`config.mk`:
```
export PLATFORM = sky130hd
export DESIGN_NAME = boot_remap_decoder
export DESIGN_NICKNAME = d
export VERILOG_FILES = /design/src/rtl/bootmap_pkg.sv /design/src/rtl/boot_remap_state.sv /design/src/rtl/lane_gen.sv /design/src/rtl/region_decoder.sv /design/src/rtl/boot_remap_decoder.sv
export SDC_FILE = /design/constraint.sdc
export NUM_CORES = 1
export LEC_CHECK = 0
export BUFFER_PORTS_ARGS = -buffer_cell sky130_fd_sc_hd__buf_2
export CORE_UTILIZATION = 25
export CTS_CLUSTER_DIAMETER = 100
export DETAILED_ROUTE_END_ITERATION = 7
export PLACE_DENSITY = 0.42
export SETUP_SLACK_MARGIN = 0.2
export SLEW_MARGIN = 20
export SYNTH_ARGS = -nofsm -noshare
export SYNTH_HDL_FRONTEND = slang
export SYNTH_SLANG_ARGS = --single-unit
```
`constraint.sdc`:
```
create_clock -name clk -period 74.5 [get_ports clk]
set_clock_uncertainty 0.2 [all_clocks]
set_input_delay 14.9 -clock clk [delete_from_list [all_inputs] [get_ports clk]]
set_output_delay 14.9 -clock clk [all_outputs]
set_load 0.01 [all_outputs]
```
`src/rtl/bootmap_pkg.sv`:
```
`timescale 1ns/1ps
package bootmap_pkg;
    typedef enum logic [1:0] {
        SZ_BYTE = 2'd0,
        SZ_HALF = 2'd1,
        SZ_WORD = 2'd2,
        SZ_RSVD = 2'd3
    } acc_size_e;

    typedef struct packed {
        logic periph;
        logic ebi;
        logic cs0;
        logic ext_sram;
        logic int_sram;
    } region_sel_t;
endpackage

```
`src/rtl/boot_remap_state.sv`:
```
`timescale 1ns/1ps
module boot_remap_state (
    input  logic clk,
    input  logic rst_n,
    input  logic boot_pin_i,
    input  logic remap_i,
    output logic boot_o,
    output logic remapped_o
);
    typedef struct packed {
        logic boot;
        logic remap;
    } state_t;

    state_t st_d, st_q;

    always_comb begin
        st_d = st_q;
        if (!rst_n) begin
            st_d.boot  = boot_pin_i;   // keeps tracking the pin until release
            st_d.remap = 1'b0;
        end else if (remap_i) begin
            st_d.remap = 1'b1;
        end
    end

    always_ff @(posedge clk) begin
        st_q <= st_d;
    end

    assign boot_o     = st_q.boot;
    assign remapped_o = st_q.remap;

    // boot choice frozen while reset stays released
    a_r4_boot_frozen: assert property (@(posedge clk) disable iff (!rst_n)
        rst_n |=> $stable(boot_o));
    // strobe takes effect next cycle and sticks
    a_r6_remap_sets: assert property (@(posedge clk) disable iff (!rst_n)
        remap_i |=> remapped_o);
    a_r6_remap_sticky: assert property (@(posedge clk) disable iff (!rst_n)
        remapped_o |=> remapped_o);
    // reset clears remap regardless of strobe
    a_r7_reset_clears: assert property (@(posedge clk)
        !rst_n |=> !remapped_o);
endmodule

```
`src/rtl/lane_gen.sv`:
```
`timescale 1ns/1ps
module lane_gen #(
    parameter int BUS_BYTES = 4
) (
    input  logic [$clog2(BUS_BYTES)-1:0] addr_lo_i,
    input  logic [1:0]                   size_i,
    output logic [BUS_BYTES-1:0]         lanes_o,
    output logic                         misalign_o
);
    localparam int LANE_AW  = $clog2(BUS_BYTES);
    localparam int MAX_SIZE = LANE_AW;

    always_comb begin
        int nbytes;
        int base;
        nbytes     = 1 << int'(size_i);
        base       = int'(addr_lo_i);
        misalign_o = (int'(size_i) > MAX_SIZE) || ((base % nbytes) != 0);
        for (int i = 0; i < BUS_BYTES; i++) begin
            lanes_o[i] = !misalign_o && (i >= base) && (i < base + nbytes);
        end
    end
endmodule

```
`src/rtl/region_decoder.sv`:
```
`timescale 1ns/1ps
module region_decoder
    import bootmap_pkg::*;
#(
    parameter int              ADDR_W        = 32,
    parameter logic [31:0]     INT_TOP       = 32'h0040_0000,
    parameter logic [31:0]     PERIPH_BASE   = 32'hFFC0_0000,
    parameter logic [31:0]     EXT_SRAM_BASE = 32'h0010_0000,
    parameter int              EXT_SRAM_AW   = 17,
    parameter logic [31:0]     INT_SRAM_BASE = 32'h0030_0000,
    parameter int              INT_SRAM_AW   = 13,
    parameter logic [31:0]     CS0_BASE      = 32'h0040_0000,
    parameter int              CS0_AW        = 21,
    parameter int              ZERO_AW       = 20
) (
    input  logic [ADDR_W-1:0] addr_i,
    input  logic              boot_i,
    input  logic              remapped_i,
    output region_sel_t       sel_o,
    output logic [ADDR_W-1:0] offset_o,
    output logic              hole_o
);
    localparam logic [ADDR_W-1:0] ONE       = ADDR_W'(1);
    localparam logic [ADDR_W-1:0] EXT_MASK  = (ONE << EXT_SRAM_AW) - ONE;
    localparam logic [ADDR_W-1:0] INT_MASK  = (ONE << INT_SRAM_AW) - ONE;
    localparam logic [ADDR_W-1:0] CS0_MASK  = (ONE << CS0_AW) - ONE;
    localparam logic [ADDR_W-1:0] EXT_END   = ADDR_W'(EXT_SRAM_BASE) + EXT_MASK + ONE;
    localparam logic [ADDR_W-1:0] INT_END   = ADDR_W'(INT_SRAM_BASE) + INT_MASK + ONE;
    localparam logic [ADDR_W-1:0] CS0_END   = ADDR_W'(CS0_BASE) + CS0_MASK + ONE;
    localparam logic [ADDR_W-1:0] ZERO_END  = ONE << ZERO_AW;
    localparam logic [ADDR_W-1:0] EBI_OTHER = CS0_END;

    always_comb begin
        sel_o    = '0;
        offset_o = '0;
        hole_o   = 1'b0;
        if (addr_i >= ADDR_W'(PERIPH_BASE)) begin
            sel_o.periph = 1'b1;
            offset_o     = addr_i - ADDR_W'(PERIPH_BASE);
        end else if (addr_i >= ADDR_W'(CS0_BASE) && addr_i < CS0_END) begin
            sel_o.cs0 = 1'b1;
            offset_o  = addr_i - ADDR_W'(CS0_BASE);
        end else if (addr_i >= ADDR_W'(INT_TOP)) begin
            sel_o.ebi = 1'b1;
            offset_o  = addr_i - EBI_OTHER;
        end else if (addr_i >= ADDR_W'(EXT_SRAM_BASE) && addr_i < EXT_END) begin
            sel_o.ext_sram = 1'b1;
            offset_o       = addr_i - ADDR_W'(EXT_SRAM_BASE);
        end else if (addr_i >= ADDR_W'(INT_SRAM_BASE) && addr_i < INT_END) begin
            sel_o.int_sram = 1'b1;
            offset_o       = addr_i - ADDR_W'(INT_SRAM_BASE);
        end else if (addr_i < ZERO_END) begin
            if (remapped_i) begin
                sel_o.int_sram = 1'b1;
                offset_o       = addr_i & INT_MASK;
            end else if (boot_i) begin
                sel_o.ext_sram = 1'b1;
                offset_o       = addr_i & EXT_MASK;
            end else begin
                sel_o.cs0 = 1'b1;
                offset_o  = addr_i & CS0_MASK;
            end
        end else begin
            hole_o = 1'b1;
        end
    end
endmodule

```
`src/rtl/boot_remap_decoder.sv`:
```
`timescale 1ns/1ps
module boot_remap_decoder
    import bootmap_pkg::*;
#(
    parameter int ADDR_W    = 32,
    parameter int BUS_BYTES = 4
) (
    input  logic                 clk,
    input  logic                 rst_n,
    input  logic                 boot_pin_i,
    input  logic                 remap_i,
    input  logic [ADDR_W-1:0]    addr_i,
    input  logic [1:0]           size_i,
    output logic                 sel_int_sram_o,
    output logic                 sel_ext_sram_o,
    output logic                 sel_cs0_o,
    output logic                 sel_ebi_o,
    output logic                 sel_periph_o,
    output logic [ADDR_W-1:0]    offset_o,
    output logic [BUS_BYTES-1:0] lane_en_o,
    output logic                 abort_o
);
    localparam int LANE_AW = $clog2(BUS_BYTES);

    logic                 boot, remapped, hole, misalign;
    region_sel_t          raw_sel, sel;
    logic [ADDR_W-1:0]    raw_off;
    logic [BUS_BYTES-1:0] raw_lanes;

    boot_remap_state u_state (
        .clk        (clk),
        .rst_n      (rst_n),
        .boot_pin_i (boot_pin_i),
        .remap_i    (remap_i),
        .boot_o     (boot),
        .remapped_o (remapped)
    );

    region_decoder #(.ADDR_W(ADDR_W)) u_dec (
        .addr_i     (addr_i),
        .boot_i     (boot),
        .remapped_i (remapped),
        .sel_o      (raw_sel),
        .offset_o   (raw_off),
        .hole_o     (hole)
    );

    lane_gen #(.BUS_BYTES(BUS_BYTES)) u_lanes (
        .addr_lo_i  (addr_i[LANE_AW-1:0]),
        .size_i     (size_i),
        .lanes_o    (raw_lanes),
        .misalign_o (misalign)
    );

    always_comb begin
        abort_o   = misalign | hole;
        sel       = abort_o ? '0 : raw_sel;
        offset_o  = abort_o ? '0 : raw_off;
        lane_en_o = abort_o ? '0 : raw_lanes;
    end

    assign sel_int_sram_o = sel.int_sram;
    assign sel_ext_sram_o = sel.ext_sram;
    assign sel_cs0_o      = sel.cs0;
    assign sel_ebi_o      = sel.ebi;
    assign sel_periph_o   = sel.periph;

    // exclusive selects, abort exactly when none
    a_r11_onehot: assert property (@(posedge clk) disable iff (!rst_n)
        $onehot0({sel_int_sram_o, sel_ext_sram_o, sel_cs0_o, sel_ebi_o, sel_periph_o}));
    a_r11_abort_quiet: assert property (@(posedge clk) disable iff (!rst_n)
        abort_o |-> (lane_en_o == '0 && offset_o == '0 &&
                     !(sel_int_sram_o | sel_ext_sram_o | sel_cs0_o | sel_ebi_o | sel_periph_o)));
    // a misaligned word is always rejected
    a_r9_word_align: assert property (@(posedge clk) disable iff (!rst_n)
        (size_i == 2'd2 && addr_i[1:0] != 2'b00) |-> abort_o);
    // accepted accesses enable exactly size bytes
    a_r8_lane_count: assert property (@(posedge clk) disable iff (!rst_n)
        !abort_o |-> ($countones(lane_en_o) == (1 << int'(size_i))));
    // extended SRAM window independent of boot/remap
    a_r2_ext_fixed: assert property (@(posedge clk) disable iff (!rst_n)
        (addr_i >= 32'h0010_0000 && addr_i < 32'h0012_0000 && !abort_o) |-> sel_ext_sram_o);
    // remapped zero window goes to internal SRAM
    a_r6_zero_int: assert property (@(posedge clk) disable iff (!rst_n)
        (remapped && addr_i < 32'h0010_0000 && !abort_o) |-> sel_int_sram_o);
endmodule

```
* Word-level counts from Yosys, hierarchy flattened
Cells that the tools add are included.
** Word-level totals
- Output and inout port bits :: 42
- Bits in registers :: 2
- Logic and storage cells :: 74
- Input port bits :: 38
** Cells by class
- Muxes and demuxes :: 34
- Reduce and logical (&&, ||, !) cells :: 13
- Divide/modulo/power cells :: 1
- Add/sub/neg operators :: 6
- Bitwise operators :: 1
- Order comparisons :: 16
- Shifts and indexed selects :: 1
** Operator list (count)
- 2-to-1 mux 32 bit :: 7
- < comparator 3 x 32 -> 1 bit (first input constant) :: 2
- < comparator 32 x 21 -> 1 bit (second input constant) :: 2
- subtractor 32 x 23 -> 32 bit (second input constant) :: 2
- 2-to-1 mux 21 bit :: 2
- adder 3 x 32 -> 32 bit :: 1
- >= comparator 32 x 21 -> 1 bit (second input constant) :: 1
- >= comparator 32 x 22 -> 1 bit (second input constant) :: 1
- >= comparator 32 x 23 -> 1 bit (second input constant) :: 1
- >= comparator 32 bit (second input constant) :: 1
- < comparator 1 x 32 -> 1 bit (first input constant) :: 1
- < comparator 2 x 32 -> 1 bit (first input constant) :: 1
- < comparator 32 x 22 -> 1 bit (second input constant) :: 1
- < comparator 32 x 23 -> 1 bit (second input constant) :: 1
- modulo 3 x 32 -> 32 bit :: 1
- nonzero test 32 bit :: 1
- left shift 1 x 2 -> 32 bit (first input constant) :: 1
- subtractor 32 x 21 -> 32 bit (second input constant) :: 1
- subtractor 32 x 22 -> 32 bit (second input constant) :: 1
- subtractor 32 bit (second input constant) :: 1
- 2-to-1 mux 1 bit :: 17
- logical AND 1 bit :: 10
- 2-to-1 mux 4 bit :: 2
- 2-to-1 mux 2 bit :: 3
- other kinds (8) :: 10

* Longest topological paths before layout
- Depth in word-level cells :: 9
- Mapped depth :: 188
- Depth with buffers taken out :: 154

* Hierarchy
From an unflattened synthesis, not the netlist that was laid out.
** Second synthesis, totals
- Cells, all modules :: 2617
- Area, all modules :: 17473.0 sq um
** By module, submodules not included
- lane_gen :: area an instance 15542.4 sq um, cells each 2363, times used 1
- region_decoder :: area an instance 1246.2 sq um, cells each 198, times used 1
- boot_remap_decoder :: area an instance 623.1 sq um, cells each 52, times used 1
- boot_remap_state :: area an instance 61.3 sq um, cells each 4, times used 1

* Least setup slack after synthesis
Ideal clock, no wire load.
- Path type :: input port to output port
- Start point :: input size_i[1]
- End point :: output offset_o[29]
- Stages on the path :: 178
- Arrival :: 51815 ps
- Buffers on the path :: 32
- Path slack :: 7586 ps
- Cell sequence :: buf_2 > inv_1 > ha_1 > buf_2 > buf_1 > clkinv_1 > clkbuf_1 > clkbuf_1 > ha_1 > o221a_2 > nor4_4 > o22ai_1 > a41o_1 > nand3_1 > a2bb2oi_1 > ha_1 > buf_1 > a21oi_1 > (+142 left out) > nand4_2 > nor4bb_4 > buf_6 > buf_6 > buf_4 > mux2_2 > ha_1 > nor2b_1 > o21a_1 > nor2_1 > and2_1 > nand3_1 > or4b_1 > a211oi_1 > xnor2_1 > and4_4 > buf_4 > o2111a_1
** On the way
- Word-level cells in the longest chain between the ends :: 6
- Elaborated cells between the ends (all ways) :: 7
- Classes of those cells :: div (1); order compare (1); shift (1); mux (1); bitwise (1); reduce/logical (2)
** Ends and longest elaborated chain
- from (decl) :: RTL line boot_remap_decoder.sv:13 : input logic [1:0] size_i,
- left shift 1 x 2 -> 32 bit :: RTL line lane_gen.sv:16 : nbytes = 1 << int'(size_i);
- modulo 3 x 32 -> 32 bit :: RTL line lane_gen.sv:18 : misalign_o = (int'(size_i) > MAX_SIZE) || ((base % nbytes) != 0);
- nonzero test 32 bit :: RTL line lane_gen.sv:18
- logical OR 1 bit (*) :: RTL line lane_gen.sv:18
- bitwise OR 1 bit (*) :: RTL line boot_remap_decoder.sv:56 : abort_o = misalign | hole;
- 2-to-1 mux 32 bit (*) :: RTL line boot_remap_decoder.sv:58 : offset_o = abort_o ? '0 : raw_off;
- to (decl) :: RTL line boot_remap_decoder.sv:19 : output logic [ADDR_W-1:0] offset_o,
Every way passes the cells marked *; elsewhere a longest branch is shown, timed or not.

* Worst setup path after layout
Same ends and word-level chain as after synthesis.

==> impl_metrics.yaml <==
drt:
  antenna_violating_nets_post_route: 0
  detail_route.drc_violations: 0
  route.final.wire_length_um: 77300
  detailed_route_via_count: 21600
  post_drt_via_cell_ratio: 6.01
  post_drt_wl_per_cell_um: 21.5
  drt_iter0_markers: 2099
  dr.pass1.iters: 5
sta:
  timing.slew.headroom: 0.202
  maxSlewViolCount: 0
  timing.final.crit_share: 0.949
  final-setup-viol-count: 0
  fin_tns_setup_ns: 0
  tightestPinTransition_ns: 1.20
  hold_ws_ns: 0.322
  max_freq_mhz: 14.2
  setup_repair_after_global_routing_missed_its_margin: "false"
  report.final.hold_viol_count: 0
  final.min_clock_period_ns: 70.67
outcome:
  outcome: "finished, final reports clean"
pwr:
  pwr-share-comb: 0.984
  clkPwrFrac: 0.014
  internal_power_mw: 0.206
  powerDensity_nw_per_um2: 32.3
  power.switching_mw: 0.409
  seq_power_share: 0.002
  fin_total_pwr_mw: 0.615
  leakage_nw: 6.50
  vdd_ir_drop_max_v: 0.0000144
  switching_share: 0.665
logic_synthesis:
  synth.top_cells.by_count: "nor2_1, nand2_1, a21oi_1, xnor2_1, nor3_1"
  synth_cell_type_count: 136
  ys_async_sr_fraction: 0
  yosys-top-cells-area: "xnor2_1, nor2_1, ha_1"
  synthesis.area_per_instance_um2: 6.60
  synthMostInstantiatedCell: "nor2_1"
  ys_dominant_reg_cell: "edfxtp_1"
  synth-seq-area-share: 0.00287
  synth.ff_latch_count: 2
  number_of_warnings_reported_in_the_yosys_synthesis_log: 0
  netlist.top_cell.by_area: "xnor2_1"
  post_synth_inst_count: 2639
  cell_area_after_synthesis_um2: 17400
  synth-edff-count: 1
  synth.top_cell.area_share: 0.0659
  mappedNetlistNets: 2746
die:
  initial_utilization: 0.253
  die_span_in_y_um: 266
  die_w_um: 266
  num_io_pins: 80
  std_cell_rows: 96
  core_region_area_um2: 68700
  floorplan.die_area_um2: 70700
global_routing:
  number_of_antenna_violations_at_the_first_check_in_global_routing: 5
  wire_length_of_the_first_global_routing_pass_um: 118000
  grt_max_degree: 43
  globalRoute.totalOverflow: 0
  global_route.usage.total: 0.204
  grt_pass1_vias: 20300
clock_tree:
  clock_sinks: 2
  cts_tree: "yes"
  htree_num_levels: 1
  cts-hold-fix-buffers: 0
  clock_tree.buffer_depth: 2
  clkSlewWorstSetupHoldPaths_ns: 0.03
  cts_root_buf: "clkbuf_16"
  number_of_buffers_created_by_cts: 3
  clkLatencyLatePin_ns: 0.22
placed_design:
  gp_congestion: 0.935
  dp_cell_count: 3570
  buffer_ports.inserted: 79
  detailedPlacementHpwl_um: 62200
worst_setup_path:
  critical_path.max_stage_delay_ns: 0.88
  cp.required_ns: 59.40
  path_buf_inv: 21
  worst_path_max_delay_cell: "or4_1"
  critical_path_arrival_ns: 55.57
  timing.critical_path.to_type: "primary output"
  critPathMaxFanout: 31
  r2r_setup_slack_ns: 73.72
  critical_path.top_delay_family: "simple AND/OR/NAND/NOR gates"
  timing_worst_setup_path_type: "in2out"
  critical-path-top-cell-by-count: "ha_1"
  worst_setup_path_start_kind: "input port"
finish:
  finish.utilization: 0.278
  fin_nets: 2770
  diodes: 0
  layout.cells.non_filler: 3593
  drive_gt1_frac: 0.119
  fillCellCount: 7762
  syn2layout_area_growth_pct: 9.52
hold_path:
  timing.hold.worst.class: "reg2reg"
run:
  maxCapViolCount: 0
-- registers in the layout (all words and copies together) (netlist names) --
register            flops
u_state.boot_o          1
u_state.remapped_o      1
-- final timing paths --
path                      start            endpoint  cells past startpoint
max                   size_i[1]        offset_o[29]                    156
min          u_state.remapped_o  u_state.remapped_o                      2
max reg2reg  u_state.remapped_o  u_state.remapped_o                      2
min reg2reg  u_state.remapped_o  u_state.remapped_o                      2
-- cells in the final DEF, fill, tap and decap left out, drive strengths merged, types with 28 or more instances in the layout --
cell / instances
a31oi: 55
nor3: 120
a21o: 37
nor4: 58
nand2: 217
nor2b: 35
inv: 65
a211oi: 47
xnor2: 134
nand3: 106
and3: 63
nand4: 51
nor2: 283
or2: 43
and2: 44
ha: 67
buf: 137
and4: 28
o21a: 32
o21ai: 147
xor2: 76
or3: 48
a21oi: 168
o31ai: 36
o211ai: 46
nand2b: 45
-- repair_timing --
action,CTS,global route
endpoints found under the setup margin,0,42
resized for setup,0,24
buffers inserted,0,18
-- worst reg2reg max path, cell delays in order (launching register included) --
cell and delay, ns:
dfxtp_1 0.32, nor2_1 0.11, nor2_1 0.04
-- cell type report --
| type | count | area (um^2) | area share |
|---|---|---|---|
| clock buffer | 4 | 78.8 | 0.00413 |
| inverter | 67 | 255 | 0.0134 |
| multi-input combinational | 2452 | 16700 | 0.875 |
| sequential | 2 | 50.0 | 0.00262 |
| tap | 931 | 1160 | 0.0611 |
| timing repair buffer | 137 | 831 | 0.0436 |
-- power by group through the flow --
stage | sequential [mW] | clock [mW] | combinational [mW]
6_report | 0.00132 | 0.00860 | 0.605
3_5_place_dp | 0.00133 | 0 | 0.587
2_1_floorplan | 0.00131 | 0 | 0.428
3_3_place_gp | 0.00133 | 0 | 0.588
5_1_grt | 0.00134 | 0.00869 | 0.652
4_1_cts | 0.00132 | 0.00863 | 0.590
-- cells by family after synthesis --
family | Yosys count | share of synthesized area
AOI/OAI and AO/OA | 878 | 0.366
xor gates and xnor gates | 211 | 0.108
adders and majority gates | 69 | 0.0505
buffers and inverters | 186 | 0.0458
DFF | 2 | 0.00287
muxes | 45 | 0.0282
and+or+nand+nor | 1248 | 0.398
-- through the flow --
| step | cell area [um^2] | setup slack, ns |
|---|---|---|
| 3_5_place_dp | 18700 | 0.671 |
| 4_1_cts | 18800 | 0.591 |
| 2_1_floorplan | 17400 | 7.59 |
| 5_1_grt | 19100 | 0.333 |
| 3_3_place_gp | 18700 | 2.38 |
| 6_report | 19100 | 3.83 |
-- layer usage --
metal  GRT usage  routed length [um]  up-vias
li1            -                   -    10300
met1       0.270               34700    10400
met2       0.368               37400      755
met3     0.00813                3550       99
met4      0.0367                1550        4
met5           0                  37        -
No activity file was read; power rests on OpenSTA's default activity.
